`src/rtl/stagger_pwm_pkg.sv`:
```
package stagger_pwm_pkg;

  typedef enum logic [1:0] {
    STAG_NONE = 2'd0,
    STAG_FULL = 2'd1,
    STAG_PAIR = 2'd2,
    STAG_ALT  = 2'd3
  } stagMode_e;

  typedef struct packed {
    logic loadShadow;
    logic capture;
    logic shift;
  } pwmStrobe_t;

endpackage

```
`src/rtl/stagger_pwm_ctl.sv`:
```
module stagger_pwm_ctl
  import stagger_pwm_pkg::*;
#(
  parameter int NUM_CH = 12,
  parameter int CNT_W  = 5
) (
  input  logic             clk,
  input  logic             rst,
  input  logic             tickEn,
  output logic [CNT_W-1:0] cnt,
  output pwmStrobe_t       strobe,
  output logic             serClk,
  output logic             serLatch
);

  localparam int SER_LAST = 2 * NUM_CH + 2;
  localparam int SER_W    = $clog2(SER_LAST + 1);
  localparam logic [CNT_W-1:0] CNT_TOP = '1;

  logic [SER_W-1:0] serCnt;

  always_ff @(posedge clk) begin
    if (rst) begin
      cnt    <= '0;
      serCnt <= '0;
    end else begin
      if (tickEn) begin
        cnt    <= cnt + 1'b1;
        serCnt <= SER_W'(1);
      end else if (serCnt != '0) begin
        serCnt <= (serCnt == SER_W'(SER_LAST)) ? '0 : serCnt + 1'b1;
      end
    end
  end

  // bit j occupies steps 2+2j (clock low) and 3+2j (clock high)
  assign serClk   = serCnt[0] && (serCnt >= SER_W'(3)) && (serCnt < SER_W'(SER_LAST));
  assign serLatch = (serCnt == SER_W'(SER_LAST));

  assign strobe.loadShadow = tickEn && (cnt == CNT_TOP);
  assign strobe.capture    = (serCnt == SER_W'(1));
  assign strobe.shift      = serClk;

  AST_CNT_HOLD: assert property (@(posedge clk) disable iff (rst)
    !tickEn |=> $stable(cnt));
  AST_CNT_STEP: assert property (@(posedge clk) disable iff (rst)
    tickEn |=> ((cnt - $past(cnt)) == CNT_W'(1)));
  AST_LATCH_SINGLE: assert property (@(posedge clk) disable iff (rst)
    serLatch |=> !serLatch);
  AST_LATCH_NO_CLK: assert property (@(posedge clk) disable iff (rst)
    !(serLatch && serClk));

endmodule

```
`src/rtl/stagger_pwm_dp.sv`:
```
module stagger_pwm_dp
  import stagger_pwm_pkg::*;
#(
  parameter int NUM_CH = 12,
  parameter int CNT_W  = 5
) (
  input  logic                    clk,
  input  logic                    rst,
  input  pwmStrobe_t              strobe,
  input  logic [CNT_W-1:0]        cnt,
  input  logic [1:0]              modeIn,
  input  logic [NUM_CH*CNT_W-1:0] dutyIn,
  output logic [NUM_CH-1:0]       pwmOut,
  output logic                    serData
);

  logic [NUM_CH-1:0][CNT_W-1:0] dutyShadow;
  stagMode_e                    modeShadow;
  logic [NUM_CH-1:0]            shiftReg;

  always_ff @(posedge clk) begin
    if (rst) begin
      dutyShadow <= '0;
      modeShadow <= STAG_NONE;
      shiftReg   <= '0;
    end else begin
      if (strobe.loadShadow) begin
        dutyShadow <= dutyIn;
        modeShadow <= stagMode_e'(modeIn);
      end
      if (strobe.capture) begin
        shiftReg <= pwmOut;
      end else if (strobe.shift) begin
        shiftReg <= {shiftReg[NUM_CH-2:0], 1'b0};
      end
    end
  end

  assign serData = shiftReg[NUM_CH-1];

  for (genvar k = 0; k < NUM_CH; k++) begin : g_chan
    localparam logic [CNT_W-1:0] OFF_FULL = CNT_W'(k);
    localparam logic [CNT_W-1:0] OFF_PAIR = CNT_W'(k / 2);
    logic [CNT_W-1:0] offset;
    logic [CNT_W-1:0] relStep;

    always_comb begin
      case (modeShadow)
        STAG_FULL: offset = OFF_FULL;
        STAG_PAIR: offset = OFF_PAIR;
        default:   offset = '0;
      endcase
    end

    assign relStep   = cnt - offset;
    assign pwmOut[k] = (relStep < dutyShadow[k]);

    AST_DUTY_ZERO_LOW: assert property (@(posedge clk) disable iff (rst)
      (dutyShadow[k] == '0) |-> !pwmOut[k]);
  end

  AST_SHADOW_HOLD: assert property (@(posedge clk) disable iff (rst)
    !strobe.loadShadow |=> ($stable(dutyShadow) && $stable(modeShadow)));
  AST_RESET_LOW: assert property (@(posedge clk)
    rst |=> (pwmOut == '0 && !serData));

endmodule

```
`src/rtl/stagger_pwm.sv`:
```
module stagger_pwm
  import stagger_pwm_pkg::*;
#(
  parameter int NUM_CH = 12,
  parameter int CNT_W  = 5
) (
  input  logic                    clk,
  input  logic                    rst,
  input  logic                    tickEn,
  input  logic [1:0]              modeIn,
  input  logic [NUM_CH*CNT_W-1:0] dutyIn,
  output logic [NUM_CH-1:0]       pwmOut,
  output logic                    serData,
  output logic                    serClk,
  output logic                    serLatch
);

  logic [CNT_W-1:0] cnt;
  pwmStrobe_t       strobe;

  stagger_pwm_ctl #(.NUM_CH(NUM_CH), .CNT_W(CNT_W)) i_ctl (
    .clk(clk), .rst(rst), .tickEn(tickEn), .cnt(cnt), .strobe(strobe),
    .serClk(serClk), .serLatch(serLatch)
  );

  stagger_pwm_dp #(.NUM_CH(NUM_CH), .CNT_W(CNT_W)) i_dp (
    .clk(clk), .rst(rst), .strobe(strobe), .cnt(cnt), .modeIn(modeIn),
    .dutyIn(dutyIn), .pwmOut(pwmOut), .serData(serData)
  );

endmodule

```
`config.mk`:
```
export PLATFORM = sky130hd
export DESIGN_NAME = stagger_pwm
export DESIGN_NICKNAME = d
export VERILOG_FILES = /design/src/rtl/stagger_pwm_pkg.sv /design/src/rtl/stagger_pwm_ctl.sv /design/src/rtl/stagger_pwm_dp.sv /design/src/rtl/stagger_pwm.sv
export SDC_FILE = /design/constraint.sdc
export NUM_CORES = 1
export LEC_CHECK = 0
export BUFFER_PORTS_ARGS = -buffer_cell sky130_fd_sc_hd__buf_2
export CAP_MARGIN = 40
export CORE_MARGIN = 4
export CORE_UTILIZATION = 30
export DETAILED_ROUTE_END_ITERATION = 10
export GPL_ROUTABILITY_DRIVEN = 0
export GPL_TIMING_DRIVEN = 0
export SLEW_MARGIN = 20
export SYNTH_ARGS = -nofsm -noshare
export SYNTH_HDL_FRONTEND = slang
export SYNTH_SLANG_ARGS = --single-unit
```
`constraint.sdc`:
```
create_clock -name clk -period 2.9 [get_ports clk]
set_clock_uncertainty 0.1 [all_clocks]
set_input_delay 0.145 -clock clk [delete_from_list [all_inputs] [get_ports clk]]
set_output_delay 0.145 -clock clk [all_outputs]
set_load 0.005 [all_outputs]
```
# After elaboration in Yosys (flattened, before gate mapping)
# Cells that the tools add are included.
[totals] reg_bits=84 input_bits=65 out_inout_bits=15 wordCells=72
[classes] add_sub_neg=13 order_cmp=14 eq_ne=5 n_mux=16 n_reduce_logical=7
[op_table] op="less-than comparator 5 bit" n=12
[op_table] op="case mux 4 bit (2 select lines)" n=4
[op_table] op="2-to-1 mux 12 bit" n=2
[op_table] op="case mux 3 bit (2 select lines)" n=4
[op_table] op="subtractor 5 x 3 -> 5 bit" n=4
[op_table] op="subtractor 5 x 4 -> 5 bit" n=4
[op_table] op="adder 5 x 1 -> 5 bit, second input constant" n=2
[op_table] op="== test 5 bit, second input constant" n=2
[op_table] op="subtractor 5 x 2 -> 5 bit" n=2
[op_table] op="case mux 2 bit (2 select lines)" n=2
[op_table] op="== test 5 x 1 -> 1 bit, second input constant" n=1
[op_table] op="greater-or-equal comparator 5 x 2 -> 1 bit, second input constant" n=1
[op_table] op="less-than comparator 5 bit, second input constant" n=1
[op_table] op="2-to-1 mux 5 bit" n=1
[op_table] op="nonzero test 5 bit" n=1
[op_table] op="subtractor 5 x 1 -> 5 bit" n=1
[op_table] op="nonzero test 2 bit" n=2
[op_table] op="logical AND 1 bit" n=3
[op_table] op="2-to-1 mux 1 bit" n=3
[op_table] op="== test 2 x 1 -> 1 bit, second input constant" n=1
[op_table] op="== test 2 bit, second input constant" n=1
[op_table] op="OR reduction 2 bit" n=1

# Longest topological paths before layout
# Gate-level depths: netlist (run 1).
[depth] word_depth=5 depth_mapped=14 depth_no_buf=14

# Hierarchy
# A second synthesis (run 1) with hierarchy kept.
[hier_totals] cells_unflattened=591 area_unflattened_um2=5302.6
[modules_own_cells] module="stagger_pwm_dp" instances=1 cells_each=533 area_each_um2=4769.6 seq_area_each_um2=1481.4
[modules_own_cells] module="stagger_pwm_ctl" instances=1 cells_each=58 area_each_um2=533.0 seq_area_each_um2=200.2

# Least setup slack after synthesis (run 1)
# OpenSTA, ideal clock, no wires.
[synth_timing] path_kind="register to register" from="register i_dp.modeShadow[0]" to="register i_dp.shiftReg[11]" setup_time_ps=70 arrival_time_ps=2842 required_ps=2730 path_slack_ps=-112 stages_incl_launch_ff=15 path_buffers=0 period_less_slack_ps=3012 cell_sequence="dfxtp_1 > inv_1 > ha_1 > inv_1 > ha_1 > inv_1 > fa_1 > a21o_1 > a21oi_1 > xor2_1 > ha_1 > nand4_1 > a21oi_1 > a211oi_1 > o2bb2ai_1"
[synth_via] elab_chain_cells=5 word_cells_on_any_way=6 classes_between="1 x add/sub; 1 x order compare; 2 x eq/ne; 2 x mux"
[synth_rtl] item="start: declaration" line="stagger_pwm_dp.sv:18" text="stagMode_e modeShadow;"
[synth_rtl] item="start signal: assignment" line="stagger_pwm_dp.sv:29" text="modeShadow <= stagMode_e'(modeIn);"
[synth_rtl] item="== test 2 bit or == test 2 x 1 -> 1 bit (tied branches)" line="stagger_pwm_dp.sv:48" text="case (modeShadow)"
[synth_rtl] item="case mux 4 bit (2 select lines) (*)" line="stagger_pwm_dp.sv:48"
[synth_rtl] item="subtractor 5 x 4 -> 5 bit (*)" line="stagger_pwm_dp.sv:55" text="assign relStep = cnt - offset;"
[synth_rtl] item="less-than comparator 5 bit (*)" line="stagger_pwm_dp.sv:56" text="assign pwmOut[k] = (relStep < dutyShadow[k]);"
[synth_rtl] item="via pwmOut[11]" line="stagger_pwm.sv:12" text="output logic [NUM_CH-1:0] pwmOut,"
[synth_rtl] item="2-to-1 mux 12 bit (*)" line="stagger_pwm_dp.sv:31" text="if (strobe.capture) begin"
[synth_rtl] item="end signal: assignment" line="stagger_pwm_dp.sv:32" text="shiftReg <= pwmOut;"
[synth_rtl] item="end signal: assignment" line="stagger_pwm_dp.sv:34" text="shiftReg <= {shiftReg[NUM_CH-2:0], 1'b0};"
[synth_rtl] item="end: declaration" line="stagger_pwm_dp.sv:19" text="logic [NUM_CH-1:0] shiftReg;"
# The timed path passes the listed nets; every way through them passes the cells marked *.
# A chain may end at the register's enable or synchronous reset.

# Final worst setup path (run 1)
[layout_timing] from="register i_dp.modeShadow[1]" to="output port pwmOut[6]"
[layout_via] elab_chain_cells=4 word_cells_on_any_way=5 classes_between="1 x add/sub; 1 x order compare; 2 x eq/ne; 1 x mux"
[layout_rtl] item="== test 2 bit or == test 2 x 1 -> 1 bit (tied branches)" line="stagger_pwm_dp.sv:48"
[layout_rtl] item="case mux 3 bit (2 select lines) (*)" line="stagger_pwm_dp.sv:48"
[layout_rtl] item="subtractor 5 x 3 -> 5 bit (*)" line="stagger_pwm_dp.sv:55"
[layout_rtl] item="less-than comparator 5 bit (*)" line="stagger_pwm_dp.sv:56"
[layout_rtl] item="end: declaration" line="stagger_pwm.sv:12"
# Every way passes the cells marked *; elsewhere a longest branch is shown, timed or not.

==> impl_metrics.yaml, run 1 <==
synth:
  synth_area_per_cell_um2: 8.04
  syn_nets: 791
  synth.cell_area_um2: 5220
  yosys.area.top_type: "dfxtp_1"
  synth_compound_area_frac: 0.154
  synth_top_family_by_area: "adder cells"
  synth-adder-area-share: 0.195
  ys_warn_count: 0
  ys_ff_latch: 84
  syn_inst: 649
  synthSimpleGateAreaFrac: 0.163
  synth.mux.area_fraction: 0.0249
  synth_cell_types: 36
  ys_seq_area_frac: 0.322
  yosys-top-cells-area: "dfxtp_1 32%, ha_1 17%, nand2_1 10%"
  synth_xor_area_frac: 0.0621
  yosys.area.top_type_share: 0.322
drt:
  drt_iter0_drc: 207
  viasPerCell: 4.71
  drtAntennaViolNets: 0
  drc: 0
  drt-total-wl_mm: 15.0
  vias: 4966
  first_pass_iters: 4
  post_drt_wl_per_cell_um: 14.2
sta:
  worstMarginPinSlew_ps: 751
  finalHoldViolations: 0
  rsz0062_at_grt: "yes"
  fin_ws_ps: -346
  clock.fmax_mhz: 308
  fin_crit_ps: 3250
  drv_slew: 0
  post-route-period-util: 1.12
  setup_viol: 12
  worst_slew_margin_rel: 0.499
die:
  die_h_um: 140
  num_rows: 47
  core_area_um2: 16800
  dieArea_um2: 19600
  fp.dieW_um: 140
  io_pins: 80
  start_util: 0.310
clocking:
  cts_tree: "yes"
  cts_inserted_buffers: 9
  insertion_delay_ps: 350
  cts.sinks: 84
  clockBufferDepth: 2
  cts_root_buffer: "clkbuf_16"
  clk_pin_slew_ps: 60
  htreeDepth: 3
worst_setup_path:
  r2r-start: "i_dp.modeShadow[0]$_SDFFE_PP0P_"
  cp-endpoint: "pwmOut[6]"
  crit_type: "reg2out"
  crit_path_end_kind: "output pin"
  arrival_ps: 3000
  worst_setup_path_start_kind: "register"
  crit_start: "i_dp.modeShadow[1]$_SDFFE_PP0P_"
  timing.rr.end: "i_dp.shiftReg[3]$_SDFFE_PP0P_"
  r2r_cells: 16
  worst-path-max-fanout: 7
  reg2reg_setup_slack_ps: -80
  required_ps: 2650
placement:
  dp_cells: 946
  place.port_buffers: 77
  pre_cts_slack_ps: -559
  hpwlAfterDp_mm: 10.7
final_layout:
  antenna_cells: 0
  area_delta_synth_final_pct: 43.5
  fin_nets: 971
  postLayoutCoreUtil: 0.445
  drive_gt1_frac: 0.249
  layoutNonFillerInstCount: 1054
  fillCellCount: 1717
global_route:
  grt_overflow_total: 0
  grt_pass1_wl_mm: 23.7
  antenna_found_initial: 0
  grt_usage: 0.152
  grt_pass1_vias: 4881
  grt_max_degree: 15
outcome:
  violations: "negative setup slack"
  status: "complete, but fails checks"
power_and_ir_drop:
  p_leak_nw: 3.17
  total_power_w: 0.00305
  power_density_nw_per_um2: 408
  irDropWorstVdd_mv: 0.280
min_path:
  hold_path.class: "in2reg"
job:
  cap_violations: 0
==> how the worst min path moves through the flow <==
stage / startpoint / end / slack (ps) / depth (start not counted)
2_1_floorplan: dutyIn[0] / i_dp.dutyShadow[0]$_SDFFE_PP0P_ / 180 / 2
3_3_place_gp: dutyIn[44] / i_dp.dutyShadow[44]$_SDFFE_PP0P_ / 290 / 3
4_1_cts: tickEn / i_ctl.serCnt[1]$_SDFFE_PP0P_ / 20 / 2
5_1_grt: tickEn / i_ctl.serCnt[1]$_SDFFE_PP0P_ / 70 / 2
6_report: tickEn / i_ctl.serCnt[1]$_SDFFE_PP0P_ / 30 / 2
3_5_place_dp: dutyIn[55] / i_dp.dutyShadow[55]$_SDFFE_PP0P_ / 290 / 3
==> critical path, cell delays in order, from the launching register on <==
cell and delay (ps):
dfxtp_4 380, inv_4 70, ha_4 140, clkinvlp_4 180, buf_4 210, ha_4 250, buf_4 150, a211oi_2 220
xor2_1 220, ha_1 270, o21ai_1 80, nor2_1 60, nor3_2 260, buf_2 170
==> placed cells by master, fill, tap and decap left out, types with 3 or more instances in the layout <==
| cell | count |
|---|---|
| a211oi_2 | 11 |
| a21o_1 | 5 |
| a21oi_1 | 84 |
| a21oi_2 | 9 |
| buf_2 | 86 |
| buf_4 | 30 |
| buf_6 | 6 |
| bufinv_16 | 3 |
| clkbuf_1 | 16 |
| clkbuf_16 | 9 |
| dfxtp_1 | 78 |
| dfxtp_2 | 3 |
| dfxtp_4 | 3 |
| dlygate4sd3_1 | 62 |
| fa_1 | 3 |
| fa_2 | 4 |
| ha_1 | 56 |
| ha_2 | 3 |
| ha_4 | 11 |
| inv_1 | 59 |
| inv_4 | 4 |
| mux2i_1 | 13 |
| nand2_1 | 139 |
| nand2b_1 | 4 |
| nand3_1 | 9 |
| nand4_1 | 13 |
| nor2_1 | 20 |
| nor3_2 | 6 |
| o21ai_1 | 5 |
| o2bb2ai_1 | 9 |
| xnor2_1 | 15 |
| xor2_1 | 20 |
==> cell type report <==
| type | instances | area (um2) | share of cell area |
|---|---|---|---|
| multi-input cells | 466 | 3470 | 0.464 |
| inverters | 66 | 262 | 0.0349 |
| clock inverters | 6 | 111 | 0.0149 |
| repair buffers | 172 | 1270 | 0.170 |
| flip-flops and latches | 84 | 1700 | 0.227 |
| clock buffers | 10 | 239 | 0.0319 |
| well taps | 220 | 275 | 0.0368 |
| plain buffers | 30 | 160 | 0.0214 |
==> per-layer routing <==
metal	global-route usage	wire [um]	vias up	share of wire
li1	-	-	2525	-
met1	0.198	6910	2290	0.46
met2	0.244	6820	129	0.46
met3	0.0391	926	22	0.062
met4	0.0530	304	0	0.020
met5	0	0	-	0
==> sequential cells by signal, summed over array words and instances, names as in the netlist <==
name             count
i_ctl.cnt            5
i_dp.dutyShadow     60
i_dp.modeShadow      2
i_dp.shiftReg       12
i_ctl.serCnt         5
==> per-stage QoR <==
stage                     hold slack, ps  instance area (um2)  setup TNS (ps)
after floorplan                      181                 5220               0
after global placement               292                 5880           -6860
after detailed placement             294                 5880           -6890
after CTS                           22.5                 7230           -2300
after global routing                69.6                 7480           -4790
final                               34.9                 7480           -3060
==> timing repair <==
item	CTS	global route
gates cloned	0	0
hold buffers	62	0
setup endpoints to repair	22	36
hold endpoints to repair	62	0
pin swaps	25	25
resized for setup	61	35
setup buffers	18	15
==> power breakdown <==
part           total, W  switching [W]  leakage [nW]  internal, W
Sequential      0.00119      0.0000208         0.681      0.00117
Clock           0.00134       0.000479         0.169     0.000864
Combinational  0.000520       0.000249          2.32     0.000270
==> kinds of logic (layout without fill, tap and decap cells) <==
| group | Yosys count | in the layout |
|---|---|---|
| DFF | 84 | 84 |
| muxes | 13 | 13 |
| AOI/OAI and AO/OA | 137 | 137 |
| adders and majority gates | 77 | 77 |
| and+or+nand+nor | 202 | 202 |
| xor gates and xnor gates | 37 | 37 |
| buffers and inverters | 99 | 284 |
==> cell usage after synthesis <==
cell	n
a211o_1	1
nor4b_1	1
a211oi_1	14
xnor2_1	17
o21ai_0	6
inv_1	66
nor2_1	21
nand4_1	13
nor3_1	8
and3_1	1
buf_6	2
a22oi_1	1
a21oi_1	93
a32o_1	1
and4b_1	1
o21a_1	1
a21boi_0	1
nor3_2	1
ha_1	70
and2_1	1
nand2b_1	4
o2bb2ai_1	11
fa_1	7
clkbuf_1	19
nor2b_1	1
o211a_1	1
nand3_1	10
mux2i_1	13
xor2_1	20
o21bai_1	2
buf_12	1
dfxtp_1	84
nand2_1	140
a21o_1	5
buf_1	1
buf_2	10
No activity file was read; power rests on OpenSTA's default activity.
==> run 2, diff against run 1 <==
--- a/config.mk
+++ b/config.mk
@@ -9,9 +9,11 @@
 export CAP_MARGIN = 40
 export CORE_MARGIN = 4
 export CORE_UTILIZATION = 30
+export CTS_CLUSTER_DIAMETER = 150
 export DETAILED_ROUTE_END_ITERATION = 10
 export GPL_ROUTABILITY_DRIVEN = 0
 export GPL_TIMING_DRIVEN = 0
+export RECOVER_POWER = 50
 export SLEW_MARGIN = 20
 export SYNTH_ARGS = -nofsm -noshare
 export SYNTH_HDL_FRONTEND = slang
==> constraint.sdc (replaced) <==
create_clock -name clk -period 2.9 [get_ports clk]
set_clock_uncertainty 0.1 [all_clocks]
set_input_delay 0.58 -clock clk [delete_from_list [all_inputs] [get_ports clk]]
set_output_delay 0.58 -clock clk [all_outputs]
set_load 0.005 [all_outputs]
==> run 2 against run 1 <==
- the run still ends with negative setup slack left
- final cell count shrank 5.7%
- final area shrank 7.2%
- first-iteration DRC count grew 11%
- critical path depth shrank 1
- clock power shrank 9.7%
- power shrank 5.4%
- hold slack gained 320 ps
- routed wire length shrank 1.5%
- clock-buffer cell count grew 2
- sequential power is essentially flat
- critical endpoint is now pwmOut[7]
==> impl_metrics.yaml, run 2 (synthesized netlist as in run 1, its figures left out) <==
worst_setup_path:
  crit_chain: "inv_4 > ha_4 > inv_4 > ha_4 > fa_2 > o21ai_2 > xnor2_2 > ha_1 > nand4_1 > a21oi_2 > a211oi_4 > buf_2"
  r2r-start: "i_dp.modeShadow[0]$_SDFFE_PP0P_"
  arrival_ps: 2950
  worst-path-buf-inv: 3
  worst-path-max-fanout: 4
  worst_setup_path_start_kind: "register"
  crit_family: "adder cells"
  required_ps: 2220
  crit_type: "reg2out"
  slowest_delay_ps: 390
  crit_start: "i_dp.modeShadow[0]$_SDFFE_PP0P_"
  cp_slowest_cell: "dfxtp_4"
  crit_path_end_kind: "output pin"
final_layout:
  fin_area_um2: 6940
  fin_nets: 911
  final_cell_mix: "137 x nand2_1, 86 x buf_2, 78 x dfxtp_1, 74 x a21oi_1"
  fillCellCount: 1760
  antenna_cells: 0
  reg_top3: "i_dp.dutyShadow x60, i_dp.shiftReg x12"
  postLayoutCoreUtil: 0.413
  mostFrequentLayoutCell: "nand2_1"
  area_delta_synth_final_pct: 33.1
  largest_reg_flops: 60
  regMostFlops: "i_dp.dutyShadow"
  drive_gt1_frac: 0.292
  layoutNonFillerInstCount: 994
drt:
  vias: 4739
  first_pass_iters: 5
  drt-total-wl_mm: 14.7
  drtAntennaViolNets: 0
  viasPerCell: 4.77
  post_drt_wl_per_cell_um: 14.8
  drc: 0
  drt_iter0_drc: 230
clocking:
  cts.sinks: 84
  insertion_delay_ps: 340
  clockBufferDepth: 2
  cts_tree: "yes"
  htreeDepth: 3
  clk_pin_slew_ps: 60
  cts_inserted_buffers: 9
  cts_root_buffer: "clkbuf_16"
die:
  core_area_um2: 16800
  dieArea_um2: 19600
  io_pins: 80
  num_rows: 47
  start_util: 0.310
  die_h_um: 140
  fp.dieW_um: 140
global_route:
  grt_pass1_vias: 4747
  grt_usage: 0.149
  grt_max_degree: 14
  antenna_found_initial: 0
  grt_pass1_wl_mm: 23.3
  grt_overflow_total: 0
placement:
  pre_cts_slack_ps: -771
  hpwlAfterDp_mm: 10.8
  place.port_buffers: 77
  place_area_um2: 5950
  dp_cells: 946
sta:
  setup_viol: 12
  worst_slew_margin_rel: 0.502
  post-route-period-util: 1.25
  finalHoldViolations: 0
  worstMarginPinSlew_ps: 746
  drv_slew: 0
  clock.fmax_mhz: 275
  fin_ws_ps: -732
  fin_crit_ps: 3630
  rsz0062_at_grt: "yes"
power_and_ir_drop:
  p_leak_nw: 2.91
  power_density_nw_per_um2: 416
  total_power_w: 0.00289
  irDropWorstVdd_mv: 0.278
outcome:
  status: "complete, but fails checks"
  violations: "negative setup slack"
job:
  cap_violations: 0
min_path:
  min-delay-start: "i_dp.dutyShadow[42]$_SDFFE_PP0P_"
  hold_path.class: "reg2reg"
[run 2: cell types whose count changed in the layout (fill, tap and decap cells not counted), moves of 3 or more]
cell / before / now
a211oi_2: 11 / 4
a211oi_4: 2 / 7
a21oi_1: 84 / 74
a21oi_2: 9 / 19
clkbuf_1: 16 / 19
dlygate4sd3_1: 62 / 0
fa_1: 3 / 0
fa_2: 4 / 7
inv_1: 59 / 56
[run 2: stage by stage]
stage	hold slack [ps]	setup TNS (ps)
2_1_floorplan	336	-59.6
5_1_grt	368	-7510
3_3_place_gp	343	-6210
3_5_place_dp	346	-6010
6_report	352	-6130
4_1_cts	351	-6130
[run 2: where the power goes]
part | switching (W) | internal (W) | total (W)
registers | 0.0000178 | 0.00117 | 0.00118
logic | 0.000254 | 0.000240 | 0.000494
clock network | 0.000452 | 0.000755 | 0.00121
[run 2: cell type report]
cell class / count / area (um2) / share of cell area
buffer: 31 / 178 / 0.0256
clock buffer: 12 / 236 / 0.0341
clock inverter: 4 / 73.8 / 0.0106
inverter: 66 / 274 / 0.0395
multi-input combinational: 466 / 3540 / 0.510
sequential: 84 / 1700 / 0.245
tap: 220 / 275 / 0.0396
timing repair buffer: 111 / 663 / 0.0955
[run 2: what timing repair did]
item,CTS,global route
gates resized for setup,70,39
endpoints found under the setup margin,16,15
setup buffers,24,10
pin swaps,39,47
cloned,0,0
hold buffers,0,0
[run 2: worst min-delay path: stages, from the launching register on]
cell and delay, ps:
dfxtp_1 300, nand2_1 50, a21oi_1 50
[run 2: layer usage]
layer / vias up / wire length (um) / GRT usage
li1: 2404 / - / -
met3: 24 / 771 / 0.0367
met4: 0 / 345 / 0.0515
met1: 2210 / 6630 / 0.189
met5: - / 0 / 0
met2: 101 / 7000 / 0.247
[run 2: path summary, 6_finish.rpt]
kind | to | slack (ps) | depth (start not counted)
setup / recovery | pwmOut[7] | -730 | 12
hold / removal | i_dp.dutyShadow[42]$_SDFFE_PP0P_ | 350 | 2
setup reg to reg | i_dp.shiftReg[6]$_SDFFE_PP0P_ | -10 | 15
hold reg to reg | i_dp.dutyShadow[42]$_SDFFE_PP0P_ | 350 | 2
